==> config.mk <==
export PLATFORM = sky130hd
export DESIGN_NAME = scl_timing_gen
export DESIGN_NICKNAME = d
export VERILOG_FILES = /design/src/rtl/tg_pkg.sv /design/src/rtl/tg_count_select.sv /design/src/rtl/tg_phase_seq.sv /design/src/rtl/tg_sda_pad.sv /design/src/rtl/scl_timing_gen.sv
export SDC_FILE = /design/constraint.sdc
export NUM_CORES = 1
export LEC_CHECK = 0
export BUFFER_PORTS_ARGS = -buffer_cell sky130_fd_sc_hd__buf_2
export CORE_ASPECT_RATIO = 1.5
export CORE_MARGIN = 3
export CORE_UTILIZATION = 45
export CTS_BUF_LIST = sky130_fd_sc_hd__clkbuf_8
export DETAILED_ROUTE_END_ITERATION = 12
export HOLD_SLACK_MARGIN = 0.15
export PLACE_DENSITY = 0.67
export SLEW_MARGIN = 25
export SYNTH_ARGS = -nofsm -noshare
export SYNTH_HDL_FRONTEND = slang
export SYNTH_HIERARCHICAL = 1
export SYNTH_SLANG_ARGS = --single-unit
==> constraint.sdc <==
create_clock -name clk -period 2.75 [get_ports clk]
set_input_delay 0.1375 -clock clk [delete_from_list [all_inputs] [get_ports clk]]
set_output_delay 0.1375 -clock clk [all_outputs]
set_load 0.01 [all_outputs]
==> src/rtl/tg_pkg.sv <==
package tg_pkg;

    typedef enum logic [2:0] {
        MODE_FM  = 3'd0,
        MODE_FMP = 3'd1,
        MODE_OD  = 3'd2,
        MODE_PP  = 3'd3,
        MODE_DDR = 3'd4
    } tg_mode_e;

    typedef enum logic [1:0] {
        OP_START  = 2'd0,
        OP_RSTART = 2'd1,
        OP_BIT    = 2'd2,
        OP_STOP   = 2'd3
    } tg_op_e;

    // PH_IDLE must stay zero: the reset value of the sequencer relies on it
    typedef enum logic [3:0] {
        PH_IDLE   = 4'd0,
        PH_FREE   = 4'd1,   // both lines high, bus-free interval
        PH_SHOLD  = 4'd2,   // SDA low under high SCL (start hold)
        PH_LHOLD  = 4'd3,   // SCL low, SDA still at its old level
        PH_LSET   = 4'd4,   // SCL low, SDA at its new level
        PH_HIGH   = 4'd5,   // SCL high for a data bit
        PH_SSETUP = 4'd6,   // SDA high under high SCL before repeated start
        PH_PSETUP = 4'd7,   // SDA low under high SCL before stop
        PH_REL    = 4'd8    // SDA released high, end of stop
    } tg_phase_e;

endpackage

==> src/rtl/tg_count_select.sv <==
module tg_count_select
    import tg_pkg::*;
#(
    parameter int CW = 8
) (
    input  logic [2:0]    mode,
    input  logic [CW-1:0] fm_low_cyc,
    input  logic [CW-1:0] fm_high_cyc,
    input  logic [CW-1:0] fmp_low_cyc,
    input  logic [CW-1:0] fmp_high_cyc,
    input  logic [CW-1:0] od_low_cyc,
    input  logic [CW-1:0] od_high_cyc,
    input  logic [CW-1:0] pp_low_cyc,
    input  logic [CW-1:0] pp_high_cyc,
    input  logic [CW-1:0] hold_cyc,
    input  logic [CW-1:0] free_cyc,
    output logic [CW-1:0] low_len,
    output logic [CW-1:0] high_len,
    output logic [CW-1:0] hold_len,
    output logic [CW-1:0] free_len,
    output logic [CW-1:0] edge_len,
    output logic          is_od
);

    localparam logic [CW-1:0] ONE = CW'(1);

    function automatic logic [CW-1:0] floor_one(input logic [CW-1:0] v);
        return (v == '0) ? ONE : v;
    endfunction

    tg_mode_e      m;
    logic [CW-1:0] raw_lo;
    logic [CW-1:0] raw_hi;
    logic          legacy;

    always_comb begin
        m = tg_mode_e'(mode);
        case (m)
            MODE_FMP: begin raw_lo = fmp_low_cyc; raw_hi = fmp_high_cyc; end
            MODE_OD:  begin raw_lo = od_low_cyc;  raw_hi = od_high_cyc;  end
            MODE_PP:  begin raw_lo = pp_low_cyc;  raw_hi = pp_high_cyc;  end
            // double data rate: the low phase borrows the high count
            MODE_DDR: begin raw_lo = pp_high_cyc; raw_hi = pp_high_cyc; end
            default:  begin raw_lo = fm_low_cyc;  raw_hi = fm_high_cyc;  end
        endcase

        legacy   = !(m inside {MODE_OD, MODE_PP, MODE_DDR});
        is_od    = !(m inside {MODE_PP, MODE_DDR});

        low_len  = floor_one(raw_lo);
        high_len = floor_one(raw_hi);
        free_len = floor_one(free_cyc);
        hold_len = (hold_cyc >= low_len) ? (low_len - ONE) : hold_cyc;
        edge_len = legacy ? high_len : free_len;
    end

endmodule

==> src/rtl/tg_phase_seq.sv <==
module tg_phase_seq
    import tg_pkg::*;
#(
    parameter int CW = 8
) (
    input  logic          clk,
    input  logic          rst_n,
    input  logic          req_valid,
    input  logic [1:0]    req_op,
    input  logic          req_bit,
    input  logic [CW-1:0] low_len,
    input  logic [CW-1:0] high_len,
    input  logic [CW-1:0] hold_len,
    input  logic [CW-1:0] free_len,
    input  logic [CW-1:0] edge_len,
    input  logic          is_od,
    output logic          scl_lvl,
    output logic          sda_lvl,
    output logic          fin,
    output logic          lat_od,
    output logic          lat_hold_nz
);

    localparam logic [CW-1:0] ONE = CW'(1);

    typedef struct packed {
        logic [CW-1:0] low;
        logic [CW-1:0] high;
        logic [CW-1:0] hold;
        logic [CW-1:0] free;
        logic [CW-1:0] edge_c;
        logic          od;
    } tim_t;

    typedef struct packed {
        tg_phase_e     ph;
        tg_op_e        op;
        logic          dbit;
        tim_t          tim;
        logic [CW-1:0] cnt;
        logic          scl;
        logic          sda;
    } st_t;

    function automatic tg_phase_e first_phase(input tg_op_e op, input tim_t t);
        if (op == OP_START)  return PH_FREE;
        else if (t.hold != '0) return PH_LHOLD;
        else                 return PH_LSET;
    endfunction

    function automatic tg_phase_e next_phase(input tg_op_e op, input tg_phase_e ph);
        case (ph)
            PH_FREE:   return PH_SHOLD;
            PH_LHOLD:  return PH_LSET;
            PH_LSET: begin
                case (op)
                    OP_BIT:    return PH_HIGH;
                    OP_RSTART: return PH_SSETUP;
                    default:   return PH_PSETUP;
                endcase
            end
            PH_SSETUP: return PH_SHOLD;
            PH_PSETUP: return PH_REL;
            default:   return PH_IDLE;
        endcase
    endfunction

    function automatic logic [CW-1:0] phase_len(input tg_phase_e ph, input tim_t t);
        case (ph)
            PH_FREE:                        return t.free;
            PH_SHOLD, PH_SSETUP, PH_PSETUP: return t.edge_c;
            PH_LHOLD:                       return t.hold;
            PH_LSET:                        return t.low - t.hold;
            PH_HIGH:                        return t.high;
            default:                        return ONE;
        endcase
    endfunction

    function automatic logic scl_of(input tg_phase_e ph);
        return !(ph inside {PH_LHOLD, PH_LSET});
    endfunction

    function automatic logic sda_of(input tg_phase_e ph, input tg_op_e op,
                                    input logic b, input logic prev);
        case (ph)
            PH_LSET:                    return (op == OP_BIT) ? b : (op == OP_RSTART);
            PH_HIGH:                    return b;
            PH_FREE, PH_SSETUP, PH_REL: return 1'b1;
            PH_SHOLD, PH_PSETUP:        return 1'b0;
            default:                    return prev;
        endcase
    endfunction

    st_t       q, d;
    tim_t      tim_in;
    tg_op_e    op_in;
    tg_phase_e nxt;
    logic      busy;

    always_comb begin
        tim_in = '{low: low_len, high: high_len, hold: hold_len,
                   free: free_len, edge_c: edge_len, od: is_od};
        op_in  = tg_op_e'(req_op);
        nxt    = next_phase(q.op, q.ph);
        busy   = (q.ph != PH_IDLE);
        fin    = busy && (q.cnt == ONE) && (nxt == PH_IDLE);
        d      = q;

        if (!busy || fin) begin
            if (req_valid) begin
                d.op   = op_in;
                d.dbit = req_bit;
                d.tim  = tim_in;
                d.ph   = first_phase(op_in, tim_in);
                d.cnt  = phase_len(d.ph, tim_in);
                d.scl  = scl_of(d.ph);
                d.sda  = sda_of(d.ph, op_in, req_bit, q.sda);
            end else begin
                d.ph   = PH_IDLE;
            end
        end else if (q.cnt == ONE) begin
            d.ph  = nxt;
            d.cnt = phase_len(nxt, q.tim);
            d.scl = scl_of(nxt);
            d.sda = sda_of(nxt, q.op, q.dbit, q.sda);
        end else begin
            d.cnt = q.cnt - ONE;
        end
    end

    always_ff @(posedge clk or negedge rst_n) begin
        if (!rst_n) begin
            q        <= '0;
            q.tim.od <= 1'b1;
            q.scl    <= 1'b1;
            q.sda    <= 1'b1;
        end else begin
            q <= d;
        end
    end

    assign scl_lvl     = q.scl;
    assign sda_lvl     = q.sda;
    assign lat_od      = q.tim.od;
    assign lat_hold_nz = (q.tim.hold != '0);

endmodule

==> src/rtl/tg_sda_pad.sv <==
module tg_sda_pad (
    input  logic sda_lvl,
    input  logic od,
    output logic sda_o,
    output logic sda_oe
);

    always_comb begin
        sda_o  = sda_lvl;
        sda_oe = od ? !sda_lvl : 1'b1;
    end

endmodule

==> src/rtl/scl_timing_gen.sv <==
module scl_timing_gen #(
    parameter int CW = 8
) (
    input  logic          clk,
    input  logic          rst_n,
    input  logic [2:0]    mode,
    input  logic          req_valid,
    input  logic [1:0]    req_op,
    input  logic          req_bit,
    input  logic [CW-1:0] fm_low_cyc,
    input  logic [CW-1:0] fm_high_cyc,
    input  logic [CW-1:0] fmp_low_cyc,
    input  logic [CW-1:0] fmp_high_cyc,
    input  logic [CW-1:0] od_low_cyc,
    input  logic [CW-1:0] od_high_cyc,
    input  logic [CW-1:0] pp_low_cyc,
    input  logic [CW-1:0] pp_high_cyc,
    input  logic [CW-1:0] hold_cyc,
    input  logic [CW-1:0] free_cyc,
    output logic          scl_o,
    output logic          sda_o,
    output logic          sda_oe,
    output logic          done
);

    logic [CW-1:0] low_len, high_len, hold_len, free_len, edge_len;
    logic          is_od;
    logic          sda_lvl;
    logic          lat_od;
    logic          lat_hold_nz;

    tg_count_select #(.CW(CW)) u_sel (
        .mode         (mode),
        .fm_low_cyc   (fm_low_cyc),
        .fm_high_cyc  (fm_high_cyc),
        .fmp_low_cyc  (fmp_low_cyc),
        .fmp_high_cyc (fmp_high_cyc),
        .od_low_cyc   (od_low_cyc),
        .od_high_cyc  (od_high_cyc),
        .pp_low_cyc   (pp_low_cyc),
        .pp_high_cyc  (pp_high_cyc),
        .hold_cyc     (hold_cyc),
        .free_cyc     (free_cyc),
        .low_len      (low_len),
        .high_len     (high_len),
        .hold_len     (hold_len),
        .free_len     (free_len),
        .edge_len     (edge_len),
        .is_od        (is_od)
    );

    tg_phase_seq #(.CW(CW)) u_seq (
        .clk         (clk),
        .rst_n       (rst_n),
        .req_valid   (req_valid),
        .req_op      (req_op),
        .req_bit     (req_bit),
        .low_len     (low_len),
        .high_len    (high_len),
        .hold_len    (hold_len),
        .free_len    (free_len),
        .edge_len    (edge_len),
        .is_od       (is_od),
        .scl_lvl     (scl_o),
        .sda_lvl     (sda_lvl),
        .fin         (done),
        .lat_od      (lat_od),
        .lat_hold_nz (lat_hold_nz)
    );

    tg_sda_pad u_pad (
        .sda_lvl (sda_lvl),
        .od      (lat_od),
        .sda_o   (sda_o),
        .sda_oe  (sda_oe)
    );

endmodule

==> impl.org <==
** Die
- The region available for standard cell placement spans ~0.010 mm^2.
- In this run the count of I/O pins placed on the die edge is between 90 and 100.
- Initial cell density of the core :: 46.81%
- The initialized floorplan defines 45 standard-cell rows.
- Measured along the x axis, the die boundary spans between 90 and 100 um.
- Vertical extent of the die :: roughly 130 um
- Full die area :: roughly 0.012 mm^2

** Setup path
- Along the worst path, the maximum fanout reaches 8.
- List of cells traversed by the critical path :: buf_12 -> mux4_2 -> nor3_4 -> a31oi_4 -> buf_4 -> buf_4 -> buf_4 -> buf_4 -> buf_4 -> buf_4 -> buf_4 -> buf_4 -> buf_4 -> buf_4 -> nor3b_2 -> o32a_1 -> nor4_4 -> and2_4 -> buf_4 -> o2111ai_1 -> nor2_1 -> a21oi_1 -> o22a_1
- The slowest stage of the critical path belongs to the cell mux4_2.
- Data on the critical path is required at its endpoint by 3010 ps.
- Endpoint of the worst register-to-register path :: u_seq/q[7]$_DFFE_PN0P_
- The worst register-to-register path has a setup slack of 340 ps.
- Critical path startpoint category :: input port
- Number of buffer and inverter instances along the worst setup path :: 12
- The worst setup path is captured at a register.
- Kind of cell adding the most delay to the critical path :: buffers and inverters
- The setup path with the least slack is of type input port to register.
- Longest individual stage delay on the worst path :: roughly 540 ps
- For the worst flop-to-flop path, the logic depth is 6.
- Most used cell along the critical path :: buf_4
- In this run the critical register-to-register path is launched from u_seq/q[54]$_DFFE_PN0P_.
- At the worst endpoint, the arrival time is between 4000 and 5000 ps.

** Place
- Detailed placement finished with a half-perimeter wire length of between 10 and 15 mm.
- Final estimated routing congestion in global placement :: between 0.9 and 1
- Count of port buffers added during placement :: slightly above 90
- Placed cell count :: ~900

** Detailed routing
- Remaining routing DRC violations :: 0
- In this run the remaining antenna-violating nets after routing total 0.
- Wires add up to ~18 mm.
- The first detailed-routing pass ran for 5 iterations.
- Average detailed-routed wire length per instance :: approximately 19 um
- Using the TritonRoute via totals, the vias-per-cell ratio works out to between 5 and 6.
- Across all layers, the routed design uses 5502 vias.
- Drt initial violations :: 406

** Logic synthesis
- Total nets after synthesis :: a little over 700
- Cell count after synthesis :: between 600 and 700
- Synthesized area per cell :: roughly 8.0 um^2
- For this run, the number of Yosys warnings is 6.
- Post-Synthesis Cell Area :: ~0.0048 mm^2

** Run status
- Run status :: finished, violations left
- The checks that failed: negative setup slack.

** Timing
- Final Setup Violations :: 18
- Final Critical Period :: just under 4000 ps
- Slew headroom :: 39.43%
- Tcrit/Tclk final :: 140.6%
- Worst clock skew :: roughly 13 ps
- Setup repair after global routing could not meet its margin everywhere.
- For the pin with the worst max-slew slack, the measured transition is 908.6 ps.
- Static timing analysis puts the maximum clock frequency at roughly 260 MHz.
- The final-report max-slew violation count is 0.
- Setup total negative slack on the finished layout was measured at -13090 ps.
- Final hold viol count :: 0
- In the post-route analysis, the smallest setup slack over all paths is -1116 ps.

** Pwr
- Overall power consumption after layout is estimated at around 2.5 mW.
- Summed over all cells, the static leakage comes to between 3 and 4 nW.
- Part of the power in registers :: 28.9%
- Switching part of the total :: ~34%
- For this design the total switching power over the nets is a little under 900 uW.
- The share of total power dissipated in the clock network is 21.2%.
- The internal portion of the total power is roughly 1.7 mW.
- Power per standard cell area :: approximately 360 mW/mm^2
- VDD IR max :: about 300 uV
- Gate power share :: between 40% and 50%

** Finish
- The layout has a little over 800 filler cells.
- Syn-to-layout area delta :: 45.27%
- Number of nets in the finished design :: 914
- Share of final-layout standard cells stronger than drive strength 1 :: 44.31%
- Non-filler cells, final :: between 900 and 1000
- # diodes :: 0

** Clock network
- For the worst-skew pair, the clock arrives at the later sink with an insertion delay of around 320 ps.
- In this run, CTS created clock tree buffers numbering 5.
- Clock root buffer :: clkbuf_8
- TritonCTS built the clock tree.
- Maximum clock insertion buffer count :: 2
- Number of levels the H-tree was split into :: 2
- Clock-pin slew was measured on the worst setup and hold paths at approximately 100 ps.
- The tree built by TritonCTS fans out to 50 sinks.

** Hold path
- Hold WC Path Type :: input port to register
- Hold Crit Endpoint :: u_seq/q[5]$_DFFE_PN0P_
- Startpoint of the worst hold path :: free_cyc[3]
- Hold Crit Depth :: 3

** Global route
- Global route overflow :: 0
- Antenna violations before repair :: 0
- The via count of the first global-routing pass was approximately 5800.
- Overall fraction of global-route tracks in use :: around 28%
- Entering global routing, the biggest net connects 37 pins.
- The first global-routing pass estimated 27.40 mm of wire.

** Flow run
- Across the run, the number of max-cap violations was 0.
per-stage QoR:
step | utilization, % | cell area [um^2] | hold slack (ps) | setup slack (ps)
6_report | 68.00 | 7007 | 147.4 | -1116
5_1_grt | 68.00 | 7007 | 157.8 | -1247
2_1_floorplan | - | 4896 | -158.1 | -1139
4_1_cts | 65.71 | 6770 | 150.4 | -977.0
3_3_place_gp | 58.80 | 6058 | 291.1 | -1699
3_5_place_dp | 58.80 | 6058 | 300.9 | -1736
cell usage in the layout, fill, tap and decap left out, types with 4 or more instances in the layout:
cell and instances:
o21a_1 7, dlygate4sd3_1 5, o21ai_1 9, buf_2 89, nand2_1 120, nor3b_1 6
inv_1 24, o221ai_1 4, nor2_4 4, a222oi_1 4, a31oi_1 6, a22oi_1 8
xor2_1 4, o21ai_0 13, mux2i_1 10, buf_4 107, ha_4 7, nand3_1 10
a21o_1 4, o211ai_1 8, inv_2 11, clkbuf_8 5, a21oi_1 37, mux4_2 6
nand2b_1 8, nor4_1 4, nand2_2 5, o21ai_2 7, buf_6 25, nor2_1 27
ha_1 18, nor3_1 9, mux2_2 14, nor2b_1 4, xnor2_1 10, dfrtp_1 47
worst max path at each step:
stage / end / depth (start not counted) / start / slack (ps)
after floorplan: u_seq/q[6]$_DFFE_PN0P_ / 24 / mode[1] / -1140
after global placement: u_seq/q[3]$_DFFE_PN0P_ / 22 / mode[0] / -1700
after global routing: u_seq/q[3]$_DFFE_PN0P_ / 23 / mode[1] / -1250
after detailed placement: u_seq/q[3]$_DFFE_PN0P_ / 22 / mode[0] / -1740
after CTS: u_seq/q[5]$_DFFE_PN0P_ / 24 / mode[1] / -980
final: u_seq/sda_lvl$_DFFE_PN1P_ / 23 / mode[0] / -1120
final cells by class:
cell class	count	area [um^2]	area share (%)
inverters	37	143.9	2.054
multi-input cells	473	3623	51.71
flip-flops and latches	50	1255	17.91
clock buffers	5	68.82	0.9821
clock inverters	3	43.79	0.6250
repair buffers	231	1695	24.20
well taps	141	176.4	2.518
layer usage:
layer	track usage, %	vias up	wire, um
li1	-	2549	-
met1	29.06	2600	6037
met2	51.30	268	9165
met3	3.413	85	981
met4	20.61	0	1321
met5	0	-	0
tightest hold or removal path, delay by kind of cell:
kind | cells | cell delay, ps
buf+inv | 1 | 110
compound gates | 2 | 190
sequential cells by signal, indices dropped and copies added (netlist names):
signal	flops
u_seq/lat_od	1
u_seq/q	47
u_seq/scl_lvl	1
u_seq/sda_lvl	1
power groups by stage:
stage | logic (mW) | registers (mW) | clock network [mW]
floorplan | 0.491 | 0.749 | 0
global placement | 0.874 | 0.749 | 0
detailed placement | 0.893 | 0.749 | 0
CTS | 1.11 | 0.735 | 0.550
global route | 1.35 | 0.735 | 0.585
finish | 1.27 | 0.735 | 0.541
what timing repair did:
action,in CTS,in global routing
setup buffers,28,8
cloned,2,0
hold buffers,5,0
resized for setup,79,42
endpoints found under the setup margin,20,20
pin swaps,26,29
hold endpoints to repair,35,0
Power figures use the tool's default switching activity.
